==> config.mk <==
export PLATFORM = sky130hd
export DESIGN_NAME = rx_reset_sequencer
export DESIGN_NICKNAME = d
export VERILOG_FILES = /design/src/rtl/rxrst_pkg.sv /design/src/rtl/rxrst_sync.sv /design/src/rtl/rxrst_step_timer.sv /design/src/rtl/rxrst_fsm.sv /design/src/rtl/rx_reset_sequencer.sv
export SDC_FILE = /design/constraint.sdc
export NUM_CORES = 1
export LEC_CHECK = 0
export ABC_AREA = 1
export BUFFER_PORTS_ARGS = -buffer_cell sky130_fd_sc_hd__buf_2
export CORE_UTILIZATION = 33
export DETAILED_ROUTE_END_ITERATION = 7
export PLACE_DENSITY_LB_ADDON = 0.08
export SYNTH_ARGS = -nofsm -noshare
export SYNTH_HDL_FRONTEND = slang
export SYNTH_SLANG_ARGS = --single-unit
export TNS_END_PERCENT = 30
==> constraint.sdc <==
create_clock -name clk -period 2.4 [get_ports clk]
set_clock_uncertainty 0.1 [all_clocks]
set_input_delay 0.12 -clock clk [delete_from_list [all_inputs] [get_ports clk]]
set_output_delay 0.12 -clock clk [all_outputs]
set_load 0.1 [all_outputs]
==> src/rtl/rxrst_pkg.sv <==
package rxrst_pkg;

  typedef enum logic [2:0] {
    SEQ_POWERUP  = 3'd0,
    SEQ_WAIT_PLL = 3'd1,
    SEQ_WAIT_CDR = 3'd2,
    SEQ_WAIT_PCS = 3'd3,
    SEQ_LINK_UP  = 3'd4
  } seq_state_e;

  localparam int STATE_W = 3;

  // Bits needed to hold a step count of max_val.
  function automatic int count_width(input int max_val);
    return (max_val < 1) ? 1 : $clog2(max_val + 1);
  endfunction

  function automatic int max_of(input int a, input int b);
    return (a > b) ? a : b;
  endfunction

endpackage

==> src/rtl/rxrst_sync.sv <==
module rxrst_sync #(
  parameter int WIDTH  = 5,
  parameter int STAGES = 2
) (
  input  logic             clk,
  input  logic             rst,
  input  logic [WIDTH-1:0] d_i,
  output logic [WIDTH-1:0] q_o
);

  // One independent flop chain per status bit.
  for (genvar b = 0; b < WIDTH; b++) begin : g_bit
    logic [STAGES-1:0] chain_q;

    always_ff @(posedge clk) begin
      if (rst) chain_q <= '0;
      else     chain_q <= {chain_q[STAGES-2:0], d_i[b]};
    end

    assign q_o[b] = chain_q[STAGES-1];
  end

endmodule

==> src/rtl/rxrst_step_timer.sv <==
module rxrst_step_timer #(
  parameter int STEP_CYCLES = 4,
  parameter int CNT_W       = 8
) (
  input  logic             clk,
  input  logic             rst,
  input  logic             clear,
  input  logic             run,
  input  logic [CNT_W-1:0] limit,
  output logic             expired
);

  localparam int              PRE_W    = (STEP_CYCLES > 1) ? $clog2(STEP_CYCLES) : 1;
  localparam logic [PRE_W-1:0] PRE_LAST = PRE_W'(STEP_CYCLES - 1);

  logic [PRE_W-1:0] pre_q;
  logic [CNT_W-1:0] steps_q;

  // Saturates at the limit: once expired, the count holds until cleared.
  assign expired = (steps_q >= limit);

  always_ff @(posedge clk) begin
    if (rst || clear) begin
      pre_q   <= '0;
      steps_q <= '0;
    end else if (run && !expired) begin
      if (pre_q == PRE_LAST) begin
        pre_q   <= '0;
        steps_q <= steps_q + CNT_W'(1);
      end else begin
        pre_q <= pre_q + PRE_W'(1);
      end
    end
  end

endmodule

==> src/rtl/rxrst_fsm.sv <==
module rxrst_fsm
  import rxrst_pkg::*;
#(
  parameter int POWERUP_STEPS = 4,
  parameter int PLL_STEPS     = 8,
  parameter int CDR_STEPS     = 8,
  parameter int VIOL_STEPS    = 16,
  parameter int CNT_W         = 6
) (
  input  logic             clk,
  input  logic             rst,
  input  logic             pll_ok,
  input  logic             los,
  input  logic             cdr_ok,
  input  logic             viol,
  input  logic             disp,
  input  logic             hold_done,
  input  logic             guard_done,
  output logic             hold_clear,
  output logic             hold_run,
  output logic [CNT_W-1:0] hold_limit,
  output logic             guard_clear,
  output logic             guard_run,
  output seq_state_e       state_o,
  output logic             cdr_rst_o,
  output logic             pcs_rst_o,
  output logic             ready_o
);

  localparam logic [CNT_W-1:0] LIM_PWR  = CNT_W'(POWERUP_STEPS);
  localparam logic [CNT_W-1:0] LIM_PLL  = CNT_W'(PLL_STEPS);
  localparam logic [CNT_W-1:0] LIM_CDR  = CNT_W'(CDR_STEPS);
  localparam logic [CNT_W-1:0] LIM_VIOL = CNT_W'(VIOL_STEPS);

  seq_state_e state_q, nxt;
  logic       hold_drop;
  logic       link_fault;
  logic       pcs_fault;

  assign link_fault = !pll_ok || los;
  assign pcs_fault  = link_fault || !cdr_ok || viol || disp;

  always_comb begin
    nxt        = state_q;
    hold_run   = 1'b0;
    hold_drop  = 1'b0;
    hold_limit = '0;
    unique case (state_q)
      SEQ_POWERUP: begin
        hold_run   = 1'b1;
        hold_limit = LIM_PWR;
        if (hold_done) nxt = SEQ_WAIT_PLL;
      end
      SEQ_WAIT_PLL: begin
        hold_limit = LIM_PLL;
        hold_run   = !link_fault;
        hold_drop  = link_fault;
        if (hold_done && !link_fault) nxt = SEQ_WAIT_CDR;
      end
      SEQ_WAIT_CDR: begin
        hold_limit = LIM_CDR;
        if (link_fault) begin
          nxt = SEQ_POWERUP;
        end else begin
          hold_run  = cdr_ok;
          hold_drop = !cdr_ok;
          if (hold_done && cdr_ok) nxt = SEQ_WAIT_PCS;
          else if (guard_done)     nxt = SEQ_WAIT_PLL;
        end
      end
      SEQ_WAIT_PCS: begin
        hold_limit = LIM_VIOL;
        if (pcs_fault) begin
          nxt = SEQ_POWERUP;
        end else begin
          hold_run = 1'b1;
          if (hold_done) nxt = SEQ_LINK_UP;
        end
      end
      SEQ_LINK_UP: begin
        if (pcs_fault) nxt = SEQ_POWERUP;
      end
      default: nxt = SEQ_POWERUP;
    endcase
  end

  // Timers restart on every state change; the hold timer also restarts on a lock drop.
  assign hold_clear  = (nxt != state_q) || hold_drop;
  assign guard_clear = (nxt != state_q);
  assign guard_run   = (state_q == SEQ_WAIT_CDR);

  // Outputs are registered from the next state so they change with the state.
  always_ff @(posedge clk) begin
    if (rst) begin
      state_q   <= SEQ_POWERUP;
      cdr_rst_o <= 1'b1;
      pcs_rst_o <= 1'b1;
      ready_o   <= 1'b0;
    end else begin
      state_q   <= nxt;
      cdr_rst_o <= (nxt == SEQ_POWERUP) || (nxt == SEQ_WAIT_PLL);
      pcs_rst_o <= !((nxt == SEQ_WAIT_PCS) || (nxt == SEQ_LINK_UP));
      ready_o   <= (nxt == SEQ_LINK_UP);
    end
  end

  assign state_o = state_q;

endmodule

==> src/rtl/rx_reset_sequencer.sv <==
module rx_reset_sequencer
  import rxrst_pkg::*;
#(
  parameter int STEP_CYCLES     = 4,
  parameter int SYNC_STAGES     = 2,
  parameter int POWERUP_STEPS   = 4,
  parameter int PLL_STEPS       = 8,
  parameter int CDR_STEPS       = 8,
  parameter int CDR_LIMIT_STEPS = 32,
  parameter int VIOL_STEPS      = 16
) (
  input  logic               clk,
  input  logic               rst,
  input  logic               pll_lock_i,
  input  logic               rx_los_i,
  input  logic               cdr_lock_i,
  input  logic               code_viol_i,
  input  logic               disp_err_i,
  output logic               cdr_rst_o,
  output logic               pcs_rst_o,
  output logic               link_ready_o,
  output logic [STATE_W-1:0] state_o
);

  localparam int MAX_STEPS = max_of(max_of(POWERUP_STEPS, PLL_STEPS),
                                    max_of(max_of(CDR_STEPS, CDR_LIMIT_STEPS), VIOL_STEPS));
  localparam int CNT_W     = count_width(MAX_STEPS);
  localparam int N_STATUS  = 5;

  logic [N_STATUS-1:0] status_raw, status_s;
  logic                hold_clear, hold_run, hold_done;
  logic                guard_clear, guard_run, guard_done;
  logic [CNT_W-1:0]    hold_limit;
  seq_state_e          state;

  assign status_raw = {disp_err_i, code_viol_i, cdr_lock_i, rx_los_i, pll_lock_i};

  rxrst_sync #(
    .WIDTH  (N_STATUS),
    .STAGES (SYNC_STAGES)
  ) u_sync (
    .clk (clk),
    .rst (rst),
    .d_i (status_raw),
    .q_o (status_s)
  );

  // Measures continuous-condition periods (settle, locks, PCS window).
  rxrst_step_timer #(
    .STEP_CYCLES (STEP_CYCLES),
    .CNT_W       (CNT_W)
  ) u_hold_timer (
    .clk     (clk),
    .rst     (rst),
    .clear   (hold_clear),
    .run     (hold_run),
    .limit   (hold_limit),
    .expired (hold_done)
  );

  // Bounds the total time spent waiting for the CDR.
  rxrst_step_timer #(
    .STEP_CYCLES (STEP_CYCLES),
    .CNT_W       (CNT_W)
  ) u_guard_timer (
    .clk     (clk),
    .rst     (rst),
    .clear   (guard_clear),
    .run     (guard_run),
    .limit   (CNT_W'(CDR_LIMIT_STEPS)),
    .expired (guard_done)
  );

  rxrst_fsm #(
    .POWERUP_STEPS (POWERUP_STEPS),
    .PLL_STEPS     (PLL_STEPS),
    .CDR_STEPS     (CDR_STEPS),
    .VIOL_STEPS    (VIOL_STEPS),
    .CNT_W         (CNT_W)
  ) u_fsm (
    .clk         (clk),
    .rst         (rst),
    .pll_ok      (status_s[0]),
    .los         (status_s[1]),
    .cdr_ok      (status_s[2]),
    .viol        (status_s[3]),
    .disp        (status_s[4]),
    .hold_done   (hold_done),
    .guard_done  (guard_done),
    .hold_clear  (hold_clear),
    .hold_run    (hold_run),
    .hold_limit  (hold_limit),
    .guard_clear (guard_clear),
    .guard_run   (guard_run),
    .state_o     (state),
    .cdr_rst_o   (cdr_rst_o),
    .pcs_rst_o   (pcs_rst_o),
    .ready_o     (link_ready_o)
  );

  assign state_o = state;

endmodule

==> results of run 1 <==
## area by class of cell
| cell class | count | area share |
|---|---|---|
| multi-input cells | 141 | 0.435 |
| repair buffers | 24 | 0.0805 |
| inverters | 50 | 0.0886 |
| clock inverters | 1 | 0.0138 |
| flip-flops and latches | 32 | 0.300 |
| well taps | 67 | 0.0385 |
| clock buffers | 7 | 0.0443 |
## path summary, 6_finish.rpt
check,startpoint,to,cells after the start
setup / recovery,u_fsm.state_o[2],u_hold_timer.steps_q[0],18
hold / removal,rst,u_sync.g_bit[2].chain_q[0],2
setup reg to reg,u_fsm.state_o[2],u_hold_timer.steps_q[0],18
hold reg to reg,u_sync.g_bit[2].chain_q[0],u_sync.g_bit[2].chain_q[1],2
## state kept, by name, summed over array words and instances, names as in the netlist
| name | count |
|---|---|
| u_fsm.pcs_rst_o | 1 |
| u_sync.g_bit.chain_q | 10 |
| u_fsm.state_o | 3 |
| u_hold_timer.steps_q | 6 |
| u_hold_timer.pre_q | 2 |
| u_guard_timer.steps_q | 6 |
| u_guard_timer.pre_q | 2 |
| u_fsm.ready_o | 1 |
| u_fsm.cdr_rst_o | 1 |
## metal layers
layer	up-vias	routed length, um	part of all wire	global-route usage
li1	731	-	-	-
met1	584	1550	0.49	0.164
met2	25	1440	0.45	0.216
met3	7	113	0.036	0.0401
met4	0	68	0.021	0.0697
met5	-	0	0	0
## cells in the mapped netlist (all sizes together)
| cell type | instances |
|---|---|
| xor2 | 5 |
| o21ai | 8 |
| a22oi | 1 |
| clkbuf | 1 |
| nand4 | 2 |
| inv | 50 |
| o31ai | 1 |
| nand3 | 10 |
| o21bai | 1 |
| a21boi | 1 |
| a21oi | 9 |
| nand2 | 46 |
| ha | 9 |
| a31oi | 1 |
| xnor2 | 1 |
| nand3b | 1 |
| dfxtp | 32 |
| nor3 | 1 |
| nor2 | 43 |
| or2 | 1 |
## metrics by stage
step | worst slack, ns | cell area (um^2) | util | std cells
after floorplan | 0.0372 | 1660 | - | 224
after global placement | 0.0897 | 1830 | 0.386 | 306
after detailed placement | 0.0777 | 1830 | 0.386 | 306
after CTS | 0.0508 | 2010 | 0.423 | 319
after global routing | -0.0997 | 2180 | 0.458 | 322
final | 0.0412 | 2180 | 0.458 | 322
## timing repair
action,CTS,global route
buffers inserted,0,3
hold buffers,5,0
endpoints found under the hold margin,5,0
endpoints found under the setup margin,0,20
resized for setup,0,34
## worst reg2reg max path: stages (launching register included)
cell and delay [ns]:
dfxtp_4 0.37, inv_4 0.07, nand2_4 0.06, nor2_4 0.11
inv_2 0.04, nand2_2 0.06, inv_2 0.04, ha_4 0.21
nand2_1 0.06, nand2_1 0.06, nand2_2 0.12, nand2_4 0.11
nand2_2 0.09, o21ai_2 0.06, nor2_2 0.16, nand3_2 0.13
nand2_4 0.10, nand4_4 0.19, nor2_1 0.14
## kinds of logic after synthesis
logic type,share of synthesized area
fa+ha+maj,0.0682
compound gates,0.0871
simple gates,0.309
xor+xnor,0.0318
buf+inv,0.116
flops,0.388
## power by group through the flow
stage | sequential, W | combinational [W] | clock [W]
detailed placement | 0.000588 | 0.000510 | 0
floorplan | 0.000632 | 0.000357 | 0
finish | 0.000581 | 0.000657 | 0.000558
global placement | 0.000589 | 0.000514 | 0
global route | 0.000583 | 0.000725 | 0.000597
CTS | 0.000576 | 0.000519 | 0.000574
==> impl_results.md, run 1 <==
- Outcome: finished clean
- Port bufs: 12
- Post-route ant nets: 0
- PwrDens: a little over 800 mW/mm^2
- Slew HR: 0.675
- Drt initial violations: 44
- Routability Congestion: 0.758
- Post-synthesis cell area: between 0.0015 and 0.002 mm^2
- Synthesized area per cell: 7.37 um^2
- Layout cells sized above 1: 0.333
- DR pass1 iterations: 4
- Clock transition at the registers of the reported paths: 0.06 ns
- CP endpoint kind: flip-flop
- Core ar.: ~0.0048 mm^2
- Combinational share of power: 0.366
- Post-synth top area cell: dfxtp_1
- Buf+Inv Stages, Crit Path: 3
- Unrepaired setup endpoints after global routing: yes
- Top post-synthesis cells by area: dfxtp_1, inv_1, nand2_1
- F_max: 0.424 GHz
- VDD IR max: 0.457 mV
- Slowest-stage cell, CP: dfxtp_4
- Crit Path Category: reg2reg
- # IOs: 13
- Clock Power Share: 0.311
- # setup viols final: 0
- Min Hold Slack: between 0.06 and 0.07 ns
- Sw Share: 0.360
- H-tree depth: 2
- Largest net degree at the start of global routing: 15
- Synth Warn #: 0
- Setup TNS: 0 ns
- Clock latency on the worst-skew pair: 0.28 ns
- Total gr overflow: 0
- Top-area cell type share of the netlist area: 0.388
- Share of power burned in registers: 0.323
- Initial Util: 0.347
- Netlist cell types: 30
- Fillers: around 500
- Number of cell rows: 25
- Die H: 72.7 um
- Global-route wire length before repair: 5.33 mm
- Total Power: 0.00179 W
- Final worst path period share: 0.983
- CP Data Arrival Time: 2.47 ns
- Register area share after synthesis: 0.388
- Crit Path Max Fanout: 8
- Pint: between 0.001 and 0.0015 W
- R2r setup slk: 0.04 ns
- All-Layer GR Usage: 0.135
- Post-route minimum period: between 2 and 2.5 ns
- Worst path max stage delay: between 0.3 and 0.4 ns
- Required @ worst endpoint: 2.52 ns
- Root Buffer: clkbuf_8
- Worst slew pin tran: 0.490 ns
- Routed vias/inst: 4.18
- DR WL/cell: 9.88 um
- Hold crit path type: in2reg
- Vias in the first global route: 1233
- Area grow syn2layout: 31.7%
- Diode count: 0
- Initial antenna violation count: 0
- Register bit count reported by yosys: 32
- Clock Sinks: 32
- Max-cap violations: 0
- Vias: 1347
- Area of the multi-input gates: 946 um^2
- Clk buf depth: 2
- Most common cell after layout, fill and taps aside: inv_1
- Num CTS Buffers: 5
- Routed wire length: 3.18 mm
- Startpoint types: flip-flop
- Post-Synthesis Cells: about 220
- Final hold vios: 0
- Die Wd: roughly 73 um
- Drt drc: 0
- Sw Pwr: 0.000646 W
- Final max-slew violation count: 0
- Register area: 652 um^2
- Most frequent cells in the layout: inv_1, nor2_1, dfxtp_1, nand2_1, nand2_2
- Crit path cell chain: inv_4 > nand2_4 > nor2_4 > inv_2 > nand2_2 > inv_2 > ha_4 > nand2_1 > nand2_1 > nand2_2 > nand2_4 > nand2_2 > o21ai_2 > nor2_2 > nand3_2 > nand2_4 > nand4_4 > nor2_1
- Synthesized Nets: 240
- Worst path top cell family by delay: simple AND/OR/NAND/NOR gates
- Leakage: ~0.96 nW
- DP HPWL: 2.24 mm
- Nets: between 200 and 300
- Die area: 0.00529 mm^2
- CTS tree: done
Note: power is estimated with default switching activity, not from simulation.
==> inputs of run 2 (changes only) <==
Settings changed: CORE_MARGIN from default to 2, PLACE_DENSITY_LB_ADDON 0.08 to 0.15.
==> impl_results.md, run 2 (synthesis results as in run 1) <==
- Number of cell rows: 25 (unchanged)
- Hold path start: rst (unchanged)
- Most frequent cells in the layout: inv_1, nand2_1, nor2_1, dfxtp_1, buf_2 (was inv_1, nor2_1, dfxtp_1, nand2_1, nand2_2)
- Diode count: 0 (unchanged)
- Max FFs per register: 10 (unchanged)
- CP endpoint kind: flip-flop (unchanged)
- Nets: 267 (was 270)
- Max-cap violations: 0 (unchanged)
- Initial Util: 0.345 (was 0.347)
- Crit Path Max Fanout: 8 (unchanged)
- Final max-slew violation count: 0 (unchanged)
- Leakage: 0.902 nW (was 0.958 nW)
- Outcome: finished clean (unchanged)
- Clock transition at the registers of the reported paths: 0.07 ns (was 0.06 ns)
- Vias in the first global route: 1190 (was 1233)
- Die H: 74.7 um (was 72.7 um)
- Slowest-stage cell, CP: dfxtp_4 (unchanged)
- Largest net degree at the start of global routing: 15 (unchanged)
- Die area: 0.00559 mm^2 (was 0.00529 mm^2)
- Post-route cell area: 0.00207 mm^2 (was 0.00218 mm^2)
- Post-route ant nets: 0 (unchanged)
- DR WL/cell: 9.32 um (was 9.88 um)
- Slack of the critical path: 0.100 ns (was 0.0412 ns)
- Initial antenna violation count: 0 (unchanged)
- Routed vias/inst: 4.10 (was 4.18)
- Reg2reg start: u_fsm.state_o[2] (unchanged)
- # IOs: 13 (unchanged)
- CP Data Arrival Time: 2.37 ns (was 2.47 ns)
- Unrepaired setup endpoints after global routing: yes (unchanged)
- H-tree depth: 2 (unchanged)
- Worst path top cell family by delay: simple AND/OR/NAND/NOR gates (unchanged)
- Crit Path Category: reg2reg (unchanged)
- Setup TNS: 0 ns (unchanged)
- Clock Sinks: 32 (unchanged)
- Core ar.: 0.00479 mm^2 (was 0.00475 mm^2)
- CTS tree: done (unchanged)
- Global-route wire length before repair: 5.19 mm (was 5.33 mm)
- VDD IR max: 0.300 mV (was 0.457 mV)
- Pre-CTS setup slack: 0.0250 ns (was 0.0777 ns)
- Routability Congestion: 0.852 (was 0.758)
- Min Hold Slack: 0.0791 ns (was 0.0687 ns)
- # setup viols final: 0 (unchanged)
- Num CTS Buffers: 5 (unchanged)
- Slew HR: 0.675 (about the same)
- Final hold vios: 0 (unchanged)
- Die Wd: 74.7 um (was 72.7 um)
- F_max: 0.435 GHz (was 0.424 GHz)
- Most flop-heavy register: u_sync.g_bit.chain_q (unchanged)
- Worst path max stage delay: 0.37 ns (about the same)
- Post-route minimum period: 2.30 ns (was 2.36 ns)
- Buf+Inv Stages, Crit Path: 4 (was 3)
- Total gr overflow: 0 (unchanged)
- Largest registers: u_sync.g_bit.chain_q x10, u_guard_timer.steps_q x6, u_hold_timer.steps_q x6 (unchanged)
- Drt initial violations: 44 (unchanged)
- Clk buf depth: 2 (unchanged)
- Required @ worst endpoint: 2.47 ns (was 2.52 ns)
- Area grow syn2layout: 25.1% (was 31.7%)
- Port bufs: 12 (unchanged)
- PwrDens: 763 mW/mm^2 (was 825 mW/mm^2)
- Most common cell after layout, fill and taps aside: inv_1 (unchanged)
- Vias: 1307 (was 1347)
- Crit path cell chain: inv_4 > nand2_4 > nor2_4 > inv_2 > nand2_2 > inv_2 > ha_4 > nand2_4 > nor2_4 > nor2_4 > nand2_4 > nor2_2 > nor2_1 > nand3_1 > nand2_1 > inv_2 > nand4_4 > nor2_1 (was inv_4 > nand2_4 > nor2_4 > inv_2 > nand2_2 > inv_2 > ha_4 > nand2_1 > nand2_1 > nand2_2 > nand2_4 > nand2_2 > o21ai_2 > nor2_2 > nand3_2 > nand2_4 > nand4_4 > nor2_1)
- All-Layer GR Usage: 0.126 (was 0.135)
- Layout cells sized above 1: 0.290 (was 0.333)
- Crit path launch: u_fsm.state_o[2] (unchanged)
- Routed wire length: 2.97 mm (was 3.18 mm)
- Dpl cell area: 0.00183 mm^2 (about the same)
- Startpoint types: flip-flop (unchanged)
- Drt drc: 0 (unchanged)
- Final worst path period share: 0.958 (was 0.983)
- Root Buffer: clkbuf_8 (unchanged)
- DP HPWL: 2.20 mm (was 2.24 mm)
- DR pass1 iterations: 4 (unchanged)
- Hold crit path type: in2reg (unchanged)
- Total Power: 0.00158 W (was 0.00179 W)
- Worst slew pin tran: 0.490 ns (about the same)
- Clock latency on the worst-skew pair: 0.28 ns (about the same)
==> run 2: worst register-to-register path, cell delays in order (launching register included) <==
cell and delay, ns:
dfxtp_4 0.37, inv_4 0.06, nand2_4 0.06, nor2_4 0.13, inv_2 0.05, nand2_2 0.06
inv_2 0.04, ha_4 0.27, nand2_4 0.05, nor2_4 0.09, nor2_4 0.06, nand2_4 0.10
nor2_2 0.05, nor2_1 0.24, nand3_1 0.11, nand2_1 0.08, inv_2 0.06, nand4_4 0.15
nor2_1 0.07
==> run 2: metal layers <==
layer | GRT usage | vias to the layer above | wire, um
met2 | 0.193 | 15 | 1350
met3 | 0.0469 | 4 | 111
li1 | - | 727 | -
met4 | 0.0595 | 0 | 48
met5 | 0 | - | 0
met1 | 0.158 | 561 | 1460
==> run 2: final cells by class <==
cell class / count / area (um^2)
repair buffers: 21 / 140
well taps: 67 / 83.8
clock inverters: 2 / 10.0
flip-flops and latches: 32 / 652
fillers: 477 / 2720
multi-input cells: 141 / 907
inverters: 50 / 190
clock buffers: 6 / 82.6
==> run 2: repair_timing <==
item	in CTS	in global routing
setup endpoints to repair	0	20
endpoints found under the hold margin	5	0
gates resized for setup	0	21
hold buffers	5	0
setup buffers	0	1
==> run 2: through the flow <==
stage	std cells	utilization
CTS	318	0.411
global placement	305	0.381
detailed placement	305	0.381
finish	319	0.432
floorplan	224	-
global route	319	0.432
==> run 2: final timing paths <==
check / end / slack, ns / cells past startpoint
worst max-delay path: u_hold_timer.steps_q[1] / 0.10 / 18
worst min-delay path: u_sync.g_bit[2].chain_q[0] / 0.08 / 2
worst max register to register: u_hold_timer.steps_q[1] / 0.10 / 18
worst min register to register: u_sync.g_bit[2].chain_q[1] / 0.30 / 2
==> run 2: where the power goes <==
| group | leakage (nW) | internal [W] | switching (W) | total, W |
|---|---|---|---|---|
| clock | 0.0510 | 0.000228 | 0.000192 | 0.000420 |
| combinational | 0.588 | 0.000200 | 0.000377 | 0.000577 |
| sequential | 0.263 | 0.000558 | 0.0000219 | 0.000580 |
==> inputs of run 3 (changes only) <==
Settings changed: GPL_ROUTABILITY_DRIVEN from default to 1, RECOVER_POWER from default to 50, SLEW_MARGIN from default to 5.
==> impl_results.md, run 3 (synthesis results as in run 1) <==
- Die H: 74.7 um (unchanged)
- Layout cells sized above 1: 0.286 (was 0.290)
- Num CTS Buffers: 5 (unchanged)
- Most common cell after layout, fill and taps aside: inv_1 (unchanged)
- CP endpoint kind: flip-flop (unchanged)
- Largest registers: u_sync.g_bit.chain_q x10, u_guard_timer.steps_q x6, u_hold_timer.steps_q x6 (unchanged)
- Clock Sinks: 32 (unchanged)
- Diode count: 0 (unchanged)
- Initial antenna violation count: 0 (unchanged)
- Routed vias/inst: 4.10 (unchanged)
- Area grow syn2layout: 25.0% (was 25.1%)
- Final hold vios: 0 (unchanged)
- VDD IR max: 0.300 mV (unchanged)
- Largest net degree at the start of global routing: 15 (unchanged)
- DR WL/cell: 9.31 um (was 9.32 um)
- Drt initial violations: 44 (unchanged)
- Leakage: 0.901 nW (was 0.902 nW)
- Most frequent cells in the layout: inv_1, nand2_1, nor2_1, dfxtp_1 (was inv_1, nand2_1, nor2_1, dfxtp_1, buf_2)
- Port bufs: 12 (unchanged)
- Crit Path Category: reg2reg (unchanged)
- Worst slew pin tran: 1.17 ns (was 0.490 ns)
- Startpoint types: flip-flop (unchanged)
- Initial Util: 0.345 (unchanged)
- Clock latency on the worst-skew pair: 0.28 ns (about the same)
- Max FFs per register: 10 (unchanged)
- Nets: 267 (unchanged)
- Die area: 0.00559 mm^2 (unchanged)
- Unrepaired setup endpoints after global routing: yes (unchanged)
- DR pass1 iterations: 4 (unchanged)
- Pint: 0.000986 W (about the same)
- Clock transition at the registers of the reported paths: 0.07 ns (about the same)
- Combinational share of power: 0.366 (about the same)
- Vias in the first global route: 1190 (unchanged)
- Crit Path Max Fanout: 8 (unchanged)
- Total gr overflow: 0 (unchanged)
- Outcome: finished clean (unchanged)
- DP HPWL: 2.20 mm (unchanged)
- Slack of the critical path: 0.100 ns (unchanged)
- Share of power burned in registers: 0.368 (about the same)
- Die Wd: 74.7 um (unchanged)
- PwrDens: 764 mW/mm^2 (was 763 mW/mm^2)
- Routability Congestion: 0.852 (unchanged)
- Global-route wire length before repair: 5.19 mm (unchanged)
- Number of cell rows: 25 (unchanged)
- Slew HR: 0.221 (was 0.675)
- Clk buf depth: 2 (unchanged)
- Post-route ant nets: 0 (unchanged)
- Post-route minimum period: 2.30 ns (unchanged)
- Vias: 1307 (unchanged)
- Final worst path period share: 0.958 (unchanged)
- Pre-CTS setup slack: 0.0250 ns (unchanged)
- Sw Share: 0.375 (about the same)
- Root Buffer: clkbuf_8 (unchanged)
- Required @ worst endpoint: 2.47 ns (about the same)
- Routed wire length: 2.97 mm (about the same)
- CP Data Arrival Time: 2.37 ns (about the same)
- CTS tree: done (unchanged)
- Core ar.: 0.00479 mm^2 (unchanged)
- Min Hold Slack: 0.0791 ns (unchanged)
- Clock Power Share: 0.266 (about the same)
- # setup viols final: 0 (unchanged)
- F_max: 0.435 GHz (unchanged)
- Final max-slew violation count: 0 (unchanged)
- Hold crit path type: in2reg (unchanged)
- All-Layer GR Usage: 0.126 (unchanged)
- # IOs: 13 (unchanged)
- Drt drc: 0 (unchanged)
- Most flop-heavy register: u_sync.g_bit.chain_q (unchanged)
- H-tree depth: 2 (unchanged)
- Max-cap violations: 0 (unchanged)
- Sw Pwr: 0.000590 W (about the same)
run 3: cell count changes in the layout (fill, tap and decap cells not counted), sizes merged:
cell,change
buf,-1
clkbuf,+1
run 3: worst paths after layout:
| path | start | endpoint | slack [ns] | cells after the start |
|---|---|---|---|---|
| setup / recovery | u_fsm.state_o[2] | u_hold_timer.steps_q[1] | 0.10 | 18 |
| hold / removal | rst | u_sync.g_bit[2].chain_q[0] | 0.08 | 2 |
| setup reg to reg | u_fsm.state_o[2] | u_hold_timer.steps_q[1] | 0.10 | 18 |
| hold reg to reg | u_sync.g_bit[2].chain_q[0] | u_sync.g_bit[2].chain_q[1] | 0.30 | 2 |
run 3: worst max-delay path: stages, from the launching register on:
cell and delay, ns:
dfxtp_4 0.37, inv_4 0.06, nand2_4 0.06, nor2_4 0.13, inv_2 0.05, nand2_2 0.06, inv_2 0.04, ha_4 0.27
nand2_4 0.05, nor2_4 0.09, nor2_4 0.06, nand2_4 0.10, nor2_2 0.05, nor2_1 0.24, nand3_1 0.11, nand2_1 0.08
inv_2 0.06, nand4_4 0.15, nor2_1 0.07
run 3: routing by layer:
layer  global-route usage  wire length [um]  vias up
li1                     -                 -      727
met1                0.158              1460      561
met2                0.193              1350       15
met3               0.0469               110        4
met4               0.0595                48        0
met5                    0                 0        -
run 3: power by group through the flow:
stage | clock (W) | combinational, W | sequential, W
after floorplan | 0 | 0.000357 | 0.000632
after global placement | 0 | 0.000498 | 0.000589
after detailed placement | 0 | 0.000495 | 0.000589
after CTS | 0.000448 | 0.000502 | 0.000576
after global routing | 0.000469 | 0.000646 | 0.000585
final | 0.000420 | 0.000577 | 0.000580
run 3: area by class of cell:
cell class	count	area (um^2)
Clock inverter	2	10.0
Tap cell	67	83.8
Fill cell	477	2720
Sequential cell	32	652
Inverter	50	190
Clock buffer	6	82.6
Timing Repair Buffer	21	139
Multi-Input combinational cell	141	907
run 3: through the flow:
stage	TNS (ns)	total power [W]	std cells	cell area [um^2]	util
floorplan	0	0.000989	224	1660	-
global placement	0	0.00109	305	1830	0.381
detailed placement	0	0.00108	305	1830	0.381
CTS	0	0.00153	318	1970	0.411
global route	-0.902	0.00170	319	2060	0.431
finish	0	0.00158	319	2060	0.431
run 3: what timing repair did:
item,in CTS,in global routing
gates resized for setup,0,21
hold buffers,5,0
buffers inserted,0,1
endpoints found under the setup margin,0,20
hold endpoints to repair,5,0
